## src/rtl/fcc_pkg.sv

```systemverilog
package fcc_pkg;
  localparam int CODE_C_W = 6;
  localparam int CODE_M_W = 6;
  localparam int CODE_F_W = 8;
  localparam int TUNE_W   = CODE_C_W + CODE_M_W + CODE_F_W;
  localparam int ADDR_W   = 4;
  localparam int FRAME_W  = ADDR_W + TUNE_W;

  localparam int C_MAX = (1 << CODE_C_W) - 1;
  localparam int M_MAX = (1 << CODE_M_W) - 1;
  localparam int F_MAX = (1 << CODE_F_W) - 1;
  localparam int C_MID = 1 << (CODE_C_W - 1);
  localparam int M_MID = 1 << (CODE_M_W - 1);
  localparam int F_MID = 1 << (CODE_F_W - 1);

  typedef struct packed {
    logic [CODE_C_W-1:0] c;
    logic [CODE_M_W-1:0] m;
    logic [CODE_F_W-1:0] f;
  } tune_t;

  typedef enum logic [1:0] {S_IDLE, S_MEAS, S_WRITE} seq_state_e;

  function automatic int abs_i(input int v);
    return (v < 0) ? -v : v;
  endfunction

  // quotient rounded to nearest, halves away from zero
  function automatic int div_round(input int num, input int den);
    int q;
    q = (abs_i(num) + den / 2) / den;
    return (num < 0) ? -q : q;
  endfunction

  function automatic int clamp(input int v, input int hi);
    if (v < 0) return 0;
    if (v > hi) return hi;
    return v;
  endfunction
endpackage

```

## src/rtl/fcc_spi.sv

```systemverilog
module fcc_spi #(
  parameter int FRAME_BITS = 24,
  parameter int HALF_DIV   = 2
) (
  input  logic                  clk,
  input  logic                  rst_n,
  input  logic                  start,
  input  logic [FRAME_BITS-1:0] frame,
  output logic                  sclk,
  output logic                  cs_n,
  output logic                  mosi,
  output logic                  done
);
  localparam int DIV_W = (HALF_DIV > 1) ? $clog2(HALF_DIV) : 1;
  localparam int BIT_W = $clog2(FRAME_BITS);

  logic                  active;
  logic [DIV_W-1:0]      div;
  logic [BIT_W-1:0]      bits;
  logic [FRAME_BITS-1:0] sh;
  logic                  half_tick;

  assign half_tick = (div == DIV_W'(HALF_DIV - 1));
  assign mosi      = !cs_n && sh[FRAME_BITS-1];

  always_ff @(posedge clk or negedge rst_n) begin
    if (!rst_n) begin
      active <= 1'b0;
      cs_n   <= 1'b1;
      sclk   <= 1'b0;
      sh     <= '0;
      bits   <= '0;
      div    <= '0;
      done   <= 1'b0;
    end else begin
      done <= 1'b0;
      if (!active) begin
        if (start) begin
          active <= 1'b1;
          cs_n   <= 1'b0;
          sh     <= frame;
          bits   <= '0;
          div    <= '0;
          sclk   <= 1'b0;
        end
      end else if (half_tick) begin
        div <= '0;
        if (!sclk) begin
          sclk <= 1'b1;
        end else begin
          sclk <= 1'b0;
          if (bits == BIT_W'(FRAME_BITS - 1)) begin
            active <= 1'b0;
            cs_n   <= 1'b1;
            done   <= 1'b1;
          end else begin
            bits <= bits + 1'b1;
            sh   <= {sh[FRAME_BITS-2:0], 1'b0};
          end
        end
      end else begin
        div <= div + 1'b1;
      end
    end
  end
endmodule

```

## src/rtl/fcc_recal.sv

```systemverilog
module fcc_recal #(
  parameter int RECAL_CYC = 12_500_000
) (
  input  logic clk,
  input  logic rst_n,
  input  logic arm,
  input  logic hold,
  output logic tick
);
  localparam int CNT_W = (RECAL_CYC > 1) ? $clog2(RECAL_CYC) : 1;

  logic             armed;
  logic [CNT_W-1:0] cnt;

  assign tick = armed && !hold && (cnt == CNT_W'(RECAL_CYC - 1));

  always_ff @(posedge clk or negedge rst_n) begin
    if (!rst_n) begin
      armed <= 1'b0;
      cnt   <= '0;
    end else begin
      if (arm) armed <= 1'b1;
      if (hold || !armed || tick) cnt <= '0;
      else                        cnt <= cnt + 1'b1;
    end
  end
endmodule

```

## src/rtl/fcc_seq.sv

```systemverilog
module fcc_seq
  import fcc_pkg::*;
#(
  parameter int CHAN_W         = 4,
  parameter int OFF_W          = 13,
  parameter int ERR_W          = 24,
  parameter int SPACING_KHZ    = 300,
  parameter int COARSE_STEP_HZ = 450_000,
  parameter int FINE_STEP_HZ   = 590,
  parameter int LOCK_HZ        = 1000,
  parameter int MAX_ITER       = 16,
  parameter int IT_W           = 5
) (
  input  logic                    clk,
  input  logic                    rst_n,
  input  logic                    start_chan,
  input  logic [CHAN_W-1:0]       chan_idx,
  input  logic                    start_recal,
  input  logic                    err_valid,
  input  logic signed [ERR_W-1:0] err_hz,
  input  logic                    spi_done,
  output tune_t                   tw,
  output logic                    spi_start,
  output logic                    meas_req,
  output logic                    locked,
  output logic                    fail,
  output logic [OFF_W-1:0]        tgt_off_khz,
  output logic                    busy,
  output logic                    upd_coarse,
  output logic                    fail_hit,
  output logic [IT_W-1:0]         iter
);
  seq_state_e st;
  logic       coarse_ph;
  logic       in_win, at_limit, take;
  int         err_i, f_sum;
  tune_t      tw_nxt;

  assign busy       = (st != S_IDLE);
  assign take       = (st == S_MEAS) && err_valid;
  assign in_win     = abs_i(err_i) < LOCK_HZ;
  assign at_limit   = (iter == IT_W'(MAX_ITER));
  assign upd_coarse = take && !in_win && !at_limit && coarse_ph;
  assign fail_hit   = take && !in_win && at_limit;

  always_comb begin
    err_i  = int'(err_hz);
    tw_nxt = tw;
    f_sum  = int'(tw.f) + div_round(err_i, FINE_STEP_HZ);
    if (coarse_ph) begin
      tw_nxt.c = CODE_C_W'(clamp(int'(tw.c) + div_round(err_i, COARSE_STEP_HZ), C_MAX));
    end else if (f_sum > F_MAX) begin
      tw_nxt.f = CODE_F_W'(F_MID);
      tw_nxt.m = CODE_M_W'(clamp(int'(tw.m) + 1, M_MAX));
    end else if (f_sum < 0) begin
      tw_nxt.f = CODE_F_W'(F_MID);
      tw_nxt.m = CODE_M_W'(clamp(int'(tw.m) - 1, M_MAX));
    end else begin
      tw_nxt.f = CODE_F_W'(f_sum);
    end
  end

  always_ff @(posedge clk or negedge rst_n) begin
    if (!rst_n) begin
      st          <= S_IDLE;
      tw          <= '{c: CODE_C_W'(C_MID), m: CODE_M_W'(M_MID), f: CODE_F_W'(F_MID)};
      coarse_ph   <= 1'b0;
      iter        <= '0;
      locked      <= 1'b0;
      fail        <= 1'b0;
      meas_req    <= 1'b0;
      spi_start   <= 1'b0;
      tgt_off_khz <= '0;
    end else begin
      meas_req  <= 1'b0;
      spi_start <= 1'b0;
      case (st)
        S_IDLE: begin
          if (start_chan) begin
            tgt_off_khz <= OFF_W'(int'(chan_idx) * SPACING_KHZ);
            coarse_ph   <= 1'b1;
            iter        <= '0;
            locked      <= 1'b0;
            fail        <= 1'b0;
            meas_req    <= 1'b1;
            st          <= S_MEAS;
          end else if (start_recal) begin
            coarse_ph <= 1'b0;
            iter      <= '0;
            meas_req  <= 1'b1;
            st        <= S_MEAS;
          end
        end
        S_MEAS: begin
          if (take) begin
            if (in_win) begin
              locked <= 1'b1;
              fail   <= 1'b0;
              st     <= S_IDLE;
            end else if (at_limit) begin
              fail   <= 1'b1;
              locked <= 1'b0;
              st     <= S_IDLE;
            end else begin
              tw        <= tw_nxt;
              iter      <= iter + 1'b1;
              coarse_ph <= 1'b0;
              spi_start <= 1'b1;
              st        <= S_WRITE;
            end
          end
        end
        S_WRITE: begin
          if (spi_done) begin
            meas_req <= 1'b1;
            st       <= S_MEAS;
          end
        end
        default: st <= S_IDLE;
      endcase
    end
  end
endmodule

```

## src/rtl/freq_corr_ctrl.sv

```systemverilog
module freq_corr_ctrl
  import fcc_pkg::*;
#(
  parameter int CHAN_W         = 4,
  parameter int ERR_W          = 24,
  parameter int SPACING_KHZ    = 300,
  parameter int COARSE_STEP_HZ = 450_000,
  parameter int FINE_STEP_HZ   = 590,
  parameter int LOCK_HZ        = 1000,
  parameter int MAX_ITER       = 16,
  parameter int RECAL_CYC      = 12_500_000,
  parameter int SCLK_HALF      = 2,
  parameter int TUNE_ADDR      = 3,
  localparam int OFF_W         = $clog2(((1 << CHAN_W) - 1) * SPACING_KHZ + 1)
) (
  input  logic                    clk,
  input  logic                    rst_n,
  input  logic                    chan_req,
  input  logic [CHAN_W-1:0]       chan_idx,
  input  logic                    err_valid,
  input  logic signed [ERR_W-1:0] err_hz,
  output logic                    meas_req,
  output logic [OFF_W-1:0]        tgt_off_khz,
  output logic                    spi_sclk,
  output logic                    spi_cs_n,
  output logic                    spi_mosi,
  output logic                    locked,
  output logic                    fail
);
  localparam int IT_W = $clog2(MAX_ITER + 1);

  tune_t             tw;
  logic              spi_start, spi_done, busy, recal_tick;
  logic              upd_coarse, fail_hit;
  logic [IT_W-1:0]   iter;
  logic [TUNE_W-1:0] tune_word;
  logic [FRAME_W-1:0] frame;

  assign tune_word = tw;
  assign frame     = {ADDR_W'(TUNE_ADDR), tune_word};

  fcc_seq #(
    .CHAN_W(CHAN_W), .OFF_W(OFF_W), .ERR_W(ERR_W), .SPACING_KHZ(SPACING_KHZ),
    .COARSE_STEP_HZ(COARSE_STEP_HZ), .FINE_STEP_HZ(FINE_STEP_HZ),
    .LOCK_HZ(LOCK_HZ), .MAX_ITER(MAX_ITER), .IT_W(IT_W)
  ) u_seq (
    .clk(clk), .rst_n(rst_n), .start_chan(chan_req), .chan_idx(chan_idx),
    .start_recal(recal_tick), .err_valid(err_valid), .err_hz(err_hz),
    .spi_done(spi_done), .tw(tw), .spi_start(spi_start), .meas_req(meas_req),
    .locked(locked), .fail(fail), .tgt_off_khz(tgt_off_khz), .busy(busy),
    .upd_coarse(upd_coarse), .fail_hit(fail_hit), .iter(iter)
  );

  fcc_spi #(.FRAME_BITS(FRAME_W), .HALF_DIV(SCLK_HALF)) u_spi (
    .clk(clk), .rst_n(rst_n), .start(spi_start), .frame(frame),
    .sclk(spi_sclk), .cs_n(spi_cs_n), .mosi(spi_mosi), .done(spi_done)
  );

  fcc_recal #(.RECAL_CYC(RECAL_CYC)) u_recal (
    .clk(clk), .rst_n(rst_n), .arm(chan_req), .hold(busy), .tick(recal_tick)
  );
endmodule

```

## config.mk

```make
export PLATFORM = sky130hd
export DESIGN_NAME = freq_corr_ctrl
export DESIGN_NICKNAME = d
export VERILOG_FILES = /design/src/rtl/fcc_pkg.sv /design/src/rtl/fcc_spi.sv /design/src/rtl/fcc_recal.sv /design/src/rtl/fcc_seq.sv /design/src/rtl/freq_corr_ctrl.sv
export SDC_FILE = /design/constraint.sdc
export NUM_CORES = 1
export LEC_CHECK = 0
export BUFFER_PORTS_ARGS = -buffer_cell sky130_fd_sc_hd__buf_4
export CORE_AREA = 2 2 230 232
export CTS_BUF_LIST = sky130_fd_sc_hd__clkbuf_16
export DETAILED_ROUTE_END_ITERATION = 12
export DIE_AREA = 0 0 232 234
export GPL_TIMING_DRIVEN = 1
export PLACE_DENSITY = 0.5
export SLEW_MARGIN = 20
export SYNTH_ARGS = -nofsm -noshare
export SYNTH_HDL_FRONTEND = slang
export SYNTH_SLANG_ARGS = --single-unit
```

## constraint.sdc

```tcl
create_clock -name clk -period 6.6 [get_ports clk]
set_input_delay 0 -clock clk [delete_from_list [all_inputs] [get_ports clk]]
set_output_delay 0 -clock clk [all_outputs]
set_load 0.02 [all_outputs]
```

==> results of run 1 <==
final timing paths:
kind                                         end  slack, ns  depth (start not counted)
min in group asynchronous         u_seq.meas_req       0.22                          2
max reg2reg                          u_seq.tw[4]       2.95                         25
max in group asynchronous            u_seq.tw[9]       5.27                          3
max                                  u_seq.tw[4]      -9.39                         92
min                        u_seq.tgt_off_khz[10]      0.009                          3
min reg2reg                         u_spi.sh[23]       0.47                          2
flip-flops by register name, indices dropped and copies added (netlist names), 2 cells and up:
name / flops
u_recal.cnt: 24
u_seq.iter: 5
u_spi.sh: 24
u_seq.tgt_off_khz: 11
u_spi.bits: 5
u_seq.st: 2
u_seq.tw: 20
critical path: cells and delay by family:
family	cells	cell delay, ns
adders and majority gates	6	1.33
xor gates and xnor gates	4	0.50
AOI/OAI and AO/OA	35	7.74
and+or+nand+nor	16	3.15
buffers and inverters	31	3.55
kinds of logic after synthesis:
logic type	Yosys count	share of synthesized area, %
AOI/OAI and AO/OA	669	31.9
other	1	0.0245
DFF	102	16.7
adders and majority gates	59	4.75
and+or+nand+nor	806	26.1
muxes	60	4.04
buffers and inverters	136	3.84
xor gates and xnor gates	213	12.7
final cells by class:
cell class	count	area share (%)
well taps	688	3.54
clock inverters	7	0.288
flip-flops and latches	102	10.5
clock buffers	9	0.927
repair buffers	862	27.3
inverters	52	0.906
multi-input cells	1809	56.6
what timing repair did:
action / CTS / global route
setup buffers: 63 / 40
hold buffers: 4 / 0
hold endpoints to repair: 52 / 0
cloned: 1 / 0
pin swaps: 43 / 105
resized for setup: 121 / 159
endpoints found under the setup margin: 20 / 20
per-layer routing:
| metal | up-vias | wire [microns] | track usage [%] |
|---|---|---|---|
| met3 | 77 | 1370 | 1.09 |
| met4 | 4 | 1070 | 3.89 |
| met5 | - | 30 | 0 |
| li1 | 9233 | - | - |
| met1 | 8924 | 24500 | 24.7 |
| met2 | 268 | 27800 | 36.4 |
stage by stage:
stage,util (%),instance area [sq um],TNS (ns),hold slack [ns]
floorplan,-,15800,-170.81,-0.296
global placement,42.2,22000,-180.48,0.0724
detailed placement,42.2,22000,-184.34,0.0721
CTS,44.9,23400,-164.62,0.00374
global route,46.7,24300,-176.03,0.0300
finish,46.7,24300,-161.63,0.00885
layout by cell type, fill, tap and decap left out, types with 10 or more instances in the layout:
cell type                    n
sky130_fd_sc_hd__a211o_1    12
sky130_fd_sc_hd__a211oi_1   10
sky130_fd_sc_hd__a211oi_2   13
sky130_fd_sc_hd__a21o_1     24
sky130_fd_sc_hd__a21oi_1    83
sky130_fd_sc_hd__a21oi_2    24
sky130_fd_sc_hd__a21oi_4    11
sky130_fd_sc_hd__a31oi_1    30
sky130_fd_sc_hd__and2_1     23
sky130_fd_sc_hd__and3_1     28
sky130_fd_sc_hd__buf_4     827
sky130_fd_sc_hd__buf_6      27
sky130_fd_sc_hd__dfrtp_1    98
sky130_fd_sc_hd__ha_1       38
sky130_fd_sc_hd__inv_1      42
sky130_fd_sc_hd__mux2_2     11
sky130_fd_sc_hd__mux2i_1    35
sky130_fd_sc_hd__nand2_1   205
sky130_fd_sc_hd__nand2b_1   31
sky130_fd_sc_hd__nand3_1    76
sky130_fd_sc_hd__nand4_1    22
sky130_fd_sc_hd__nor2_1    194
sky130_fd_sc_hd__nor2b_1    19
sky130_fd_sc_hd__nor3_1     33
sky130_fd_sc_hd__nor4_1     23
sky130_fd_sc_hd__o211ai_1   22
sky130_fd_sc_hd__o21a_1     12
sky130_fd_sc_hd__o21ai_0   115
sky130_fd_sc_hd__o21ai_1    28
sky130_fd_sc_hd__o21ai_2    23
sky130_fd_sc_hd__o22ai_1    19
sky130_fd_sc_hd__or2_2      23
sky130_fd_sc_hd__or3_1      19
sky130_fd_sc_hd__xnor2_1   123
sky130_fd_sc_hd__xnor2_2    18
sky130_fd_sc_hd__xor2_1     63
==> out/summary.md, run 1 <==
Ranked by instance count, the synthesized netlist is headed by 212 x sky130_fd_sc_hd__nand2_1, 205 x sky130_fd_sc_hd__nor2_1, 138 x sky130_fd_sc_hd__xnor2_1. In the finished design, the share of the clock period the worst path needs comes to 242%. Setup repair after global routing could not meet its margin everywhere. After detailed routing, the average wire length per cell comes to 15.5 microns.

Timing would allow up to 62.6 MHz. The total routed wirelength came out at 54700 microns. The floorplan step set the die height to 234 microns. The clock arrives with 0.00999 ns of skew. Synthesis inferred 102 register bits. The tools report the via count as 18506.

The via count of the first global-routing pass is 18161. The worst setup margin is -9.39 ns. In this run the count of I/O pins placed on the die edge is 51.

The logs give -10.16 ns for the worst-case setup slack after placement and 130 for the post-synthesis cell type count. For the count of endpoints failing setup in the final report, the log shows 20. The final reports fail on setup timing.

The clock reaches the later pin of the worst-skew pair after 0.34 ns. Data arrives at the worst endpoint at 16.26 ns. Standard cell with the maximum stage delay on the critical path: sky130_fd_sc_hd__a2111o_2. Entering global routing, the biggest net connects 53 pins. The worst pin sits at a relative slew slack of 40.8%. The tools report the buffer depth of the longest clock path as 2. In this run the critical register-to-register path is launched from u_seq.tw[0]. The tools report the site row count as 84. After detailed routing, the number of remaining DRC violations is 0. Number of endpoints with negative hold slack in the final report: 0. The first global-routing pass estimated 89600 microns of wire. The tools report the effective utilization at floorplan as 29.5%. For the pin with the worst max-slew slack, the measured transition is 0.885 ns.

The average cell area after synthesis works out to 7.49 sq um. The initial antenna violation count was 2. The logs give 0.883 for the global placer's final weighted congestion and 3529 for the non-filler instance count after layout. The logs give 102 for the sink count of the clock tree and 52000 sq um for the area inside the core boundary. The type of element capturing the critical path is a flop. The number of flops mapped to enable cells by yosys is 0, and the synthesized cell area is 15300 sq um. The final max-slew violation count came out at 0.

The Yosys step of the flow raised 0 warnings. The number of H-tree levels was 3; the share of the synthesized area in the top cell type was 16.0%. In this run the most critical hold path is launched from chan_idx[2]. Of all nets on the critical path, the largest fanout is 6. In this run the worst setup path begins at err_hz[1].

In this run the horizontal extent of the chip is 232 microns. The cell count after synthesis came out at 2046. For this run, the register share of the synthesized area comes to 16.7%. The critical path is of the input port to flop type. Detailed placement finished with a half-perimeter wire length of 43500 microns. The die area was 54300 sq um; the quantity of I/O buffers inserted on ports was 48.

On the worst path, the slowest cell contributes a delay of 0.50 ns. Global routing finished with a remaining overflow of 0. After synthesis, the cell types taking the most area are sky130_fd_sc_hd__dfrtp_1 16%, sky130_fd_sc_hd__xnor2_1 7.9%, sky130_fd_sc_hd__nand2_1 5.2%. In this design, the critical path's most frequently occurring cell is sky130_fd_sc_hd__buf_4. The run gives 7 as the number of iterations in the first detailed-routing pass. In this run, the number of DRC markers left after iteration 0 of detailed routing was 947. The tools report the clock buffer count from CTS as 9.

The flow ran to the end, but the final reports show violations. For the cell count after placement, the log shows 3412. The class of the worst hold path was input port to flop.

TritonCTS built the clock tree. In the final layout, flip-flops and latches occupy 2560 sq um. The repair_antennas step left the layout with diodes totalling 0. For the area of the multi-input gates, the log shows 13700 sq um. Clock-pin slew was measured on the worst setup and hold paths at 0.07 ns. For the finished layout, the period the worst path requires is 15.99 ns.

The average vias per placed instance was 5.24; the number of nets in the final layout was 2914. The leading area contributor after synthesis is sky130_fd_sc_hd__dfrtp_1. Across the run, the number of max-cap violations was 0. sky130_fd_sc_hd__nand2_1 is the most common cell in the netlist.

The number of routed nets with antenna violations is 0, and the fraction of final layout cells sized beyond drive strength 1 is 43.5%. The proportion of synthesized flip-flops having asynchronous set or reset was 100%; the critical path required time was 6.87 ns. The main flop type after synthesis is sky130_fd_sc_hd__dfrtp_1. For this run, the total global-route usage over all layers was measured as 19.5%. The layout has 5167 filler cells. The cell chosen for the clock root is sky130_fd_sc_hd__clkbuf_16. STA classifies the critical path startpoint as an input port. The layout overhead on the synthesized area works out to 58.6%.
Power of run 1 is left out: the tool's default activity adds up to more than one toggle a clock period on the data nets, which glitch-free logic cannot reach.
==> run 2, diff against run 1 <==
- CELL_PAD_IN_SITES_DETAIL_PLACEMENT: default -> 0
- CELL_PAD_IN_SITES_GLOBAL_PLACEMENT: default -> 2
- PLACE_DENSITY: 0.5 -> 0.76
- SLEW_MARGIN: 20 -> default
==> out/summary.md, run 2 (synthesis results as in run 1) <==
The run finished, with violations left. Failing checks: setup timing (unchanged). The minimum clock period after layout works out to 16.04 ns (was 15.99 ns). Wire length of the first global-routing pass: 91200 microns (was 89600 microns). For the number of routed nets with antenna violations, the log shows 0 (unchanged).

The final max-slew violation count is 0 (unchanged). The average vias per placed instance was 5.26 (was 5.24). TritonCTS built the clock tree. The tools report the non-filler instance count after layout as 3528 (was 3529). The launching element type of the critical path is an input port (unchanged).

Largest registers: u_recal.cnt x24, u_spi.sh x24, u_seq.tw x20 (unchanged). Commonest cells after routing, fill and taps aside: 823 x sky130_fd_sc_hd__buf_4, 207 x sky130_fd_sc_hd__nand2_1, 197 x sky130_fd_sc_hd__nor2_1, 127 x sky130_fd_sc_hd__xnor2_1, 122 x sky130_fd_sc_hd__o21ai_0 (was 827 x sky130_fd_sc_hd__buf_4, 205 x sky130_fd_sc_hd__nand2_1, 194 x sky130_fd_sc_hd__nor2_1, 123 x sky130_fd_sc_hd__xnor2_1, 115 x sky130_fd_sc_hd__o21ai_0). For the largest net degree at the start of global routing, the log shows 65 (was 53). Layout overhead on the synthesized area: 57.8% (was 58.6%).

The standard cell with the maximum stage delay on the critical path was sky130_fd_sc_hd__or4_1 (was sky130_fd_sc_hd__a2111o_2). The x dimension of the die is 232 microns (unchanged). The number of endpoints with negative hold slack in the final report is 0 (unchanged). The arrival time of the worst setup path was 16.33 ns (was 16.26 ns); the via count was 18549 (was 18506). The effective utilization at floorplan came out at 29.5% (unchanged). The quantity of I/O buffers inserted on ports is 48 (unchanged). The tools report the total routed wirelength as 55300 microns (was 54700 microns). The antenna cell count came out at 0 (unchanged).

The initial antenna violation count is 0 (was 2), and the via count of the first global-routing pass is 18670 (was 18161). The biggest cell delay along the critical path was 0.67 ns (was 0.50 ns); the die area was 54300 sq um (unchanged). The sink count of the clock tree is 102 (unchanged), and the actual transition at the worst max-transition pin is 0.916 ns (was 0.885 ns). The cell type with the highest occurrence count on the critical path was sky130_fd_sc_hd__buf_4 (unchanged). The tools report the max-cap check violation count as 0 (unchanged).

The number of H-tree levels came out at 3 (unchanged). The area inside the core boundary was 52000 sq um (unchanged); the count of endpoints failing setup in the final report was 20 (unchanged). The biggest fanout along the worst timing path came out at 12 (was 6). Cell chosen for the clock root: sky130_fd_sc_hd__clkbuf_16 (unchanged).

The tools report the type of element capturing the critical path as a flop (unchanged). The critical path required time came out at 6.89 ns (was 6.87 ns). The worst-case setup slack after placement is -10.14 ns (was -10.16 ns), and the peak clock frequency supported by timing is 62.3 MHz (was 62.6 MHz).

For the number of design rule violations left after detail routing, the log shows 0 (unchanged). Setup repair after global routing could not meet its margin everywhere. The worst-skew pair later-pin latency came out at 0.36 ns (was 0.34 ns). The most common cell after layout, fill and taps aside is sky130_fd_sc_hd__buf_4 (unchanged). The average wire per cell in the routed design was 15.7 microns (was 15.5 microns); the number of DRC markers in iteration 0 was 813 (was 947).

The cell count after placement is 3427 (was 3412). For the clock buffer count from CTS, the log shows 9 (unchanged). The summed negative setup slack over all endpoints is -165.68 ns (was -161.63 ns), and the final critical-path share of the clock period is 243% (was 242%).

Total of fill cells in the finished design: 5093 (was 5167). The fraction of final layout cells sized beyond drive strength 1 is 42.3% (was 43.5%), and the overall global routing resource usage is 19.9% (was 19.5%). The run gives 5 (was 7) as the number of iterations in the first detailed-routing pass. The clock-pin slew of the registers on the worst-case setup and hold paths was 0.08 ns (was 0.07 ns).

The worst setup margin was -9.44 ns (was -9.39 ns); the die extent in y was 234 microns (unchanged). The relative slew slack is 38.7% (was 40.8%), and the global placer's final weighted congestion is 0.921 (was 0.883). The aggregate global routing overflow came out at 0 (unchanged). The logs give 2913 (was 2914) for the number of nets in the final layout and 44300 microns (was 43500 microns) for the placed wire-length estimate. The buffer depth of the longest clock path was 2 (unchanged); the maximum clock skew at final layout was 0.0105 ns (was 0.00999 ns).

The startpoint-to-endpoint class of the critical path was input port to flop (unchanged). Class of the worst hold path: input port to flop (unchanged). The top-level port count is 51 (unchanged). The site row count is 84 (unchanged).
[run 2: changes by cell type in the layout (fill, tap and decap cells not counted), sizes merged]
| cell | previous run | this run |
|---|---|---|
| buf | 858 | 855 |
| bufinv | 1 | 0 |
| clkinv | 3 | 4 |
| clkinvlp | 1 | 0 |
| dlygate4sd3 | 4 | 6 |
| inv | 54 | 55 |
[run 2: what timing repair did]
action,4_1_cts,5_1_grt
endpoints found under the hold margin,44,0
cloned,1,0
hold buffers,6,0
pin swaps,84,39
resized for setup,164,75
setup buffers,66,14
endpoints found under the setup margin,20,20
[run 2: cell type report]
class	count	area, sq um	share of cell area, %
inverter	52	220	0.910
multi-input combinational	1809	13600	56.2
clock buffer	9	225	0.931
tap	688	861	3.56
timing repair buffer	861	6650	27.5
sequential	102	2560	10.6
clock inverter	7	91.3	0.377
[run 2: final timing paths]
check	end	from	depth (start not counted)	slack [ns]
max in group asynchronous	u_spi.sh[8]	rst_n	3	5.25
min	u_seq.tgt_off_khz[3]	chan_idx[1]	3	0.04
max	u_seq.tw[7]	err_hz[7]	81	-9.44
min reg2reg	u_spi.sh[23]	u_spi.sh[22]	2	0.48
min in group asynchronous	u_seq.tgt_off_khz[9]	rst_n	2	0.16
max reg2reg	u_seq.tw[7]	u_seq.tw[0]	19	3.03
[run 2: through the flow]
step                utilization, %  hold WS [ns]  cell area [sq um]
floorplan                        -        -0.296              15800
global placement              42.5       0.00902              22100
detailed placement            42.5        0.0168              22100
CTS                           45.6        0.0328              23700
global route                  46.5        0.0584              24200
finish                        46.5        0.0367              24200
[run 2: critical path: cells and delay by family]
kind / cells / cell delay [ns]
multiplexers: 2 / 0.32
XOR/XNOR: 3 / 0.52
adder cells (fa/ha/maj): 3 / 0.65
AO/OA/AOI/OAI: 35 / 7.74
buffers and inverters: 15 / 2.22
AND/OR/NAND/NOR: 23 / 4.82
[run 2: routing by layer]
layer | global-route usage (%) | share of wire (%) | vias up
li1 | - | - | 9241
met1 | 25.1 | 45 | 8986
met2 | 37.2 | 51 | 262
met3 | 0.900 | 2.0 | 60
met4 | 4.35 | 1.7 | 0
met5 | 0 | 0 | -
Power of run 2 is left out for the same reason.
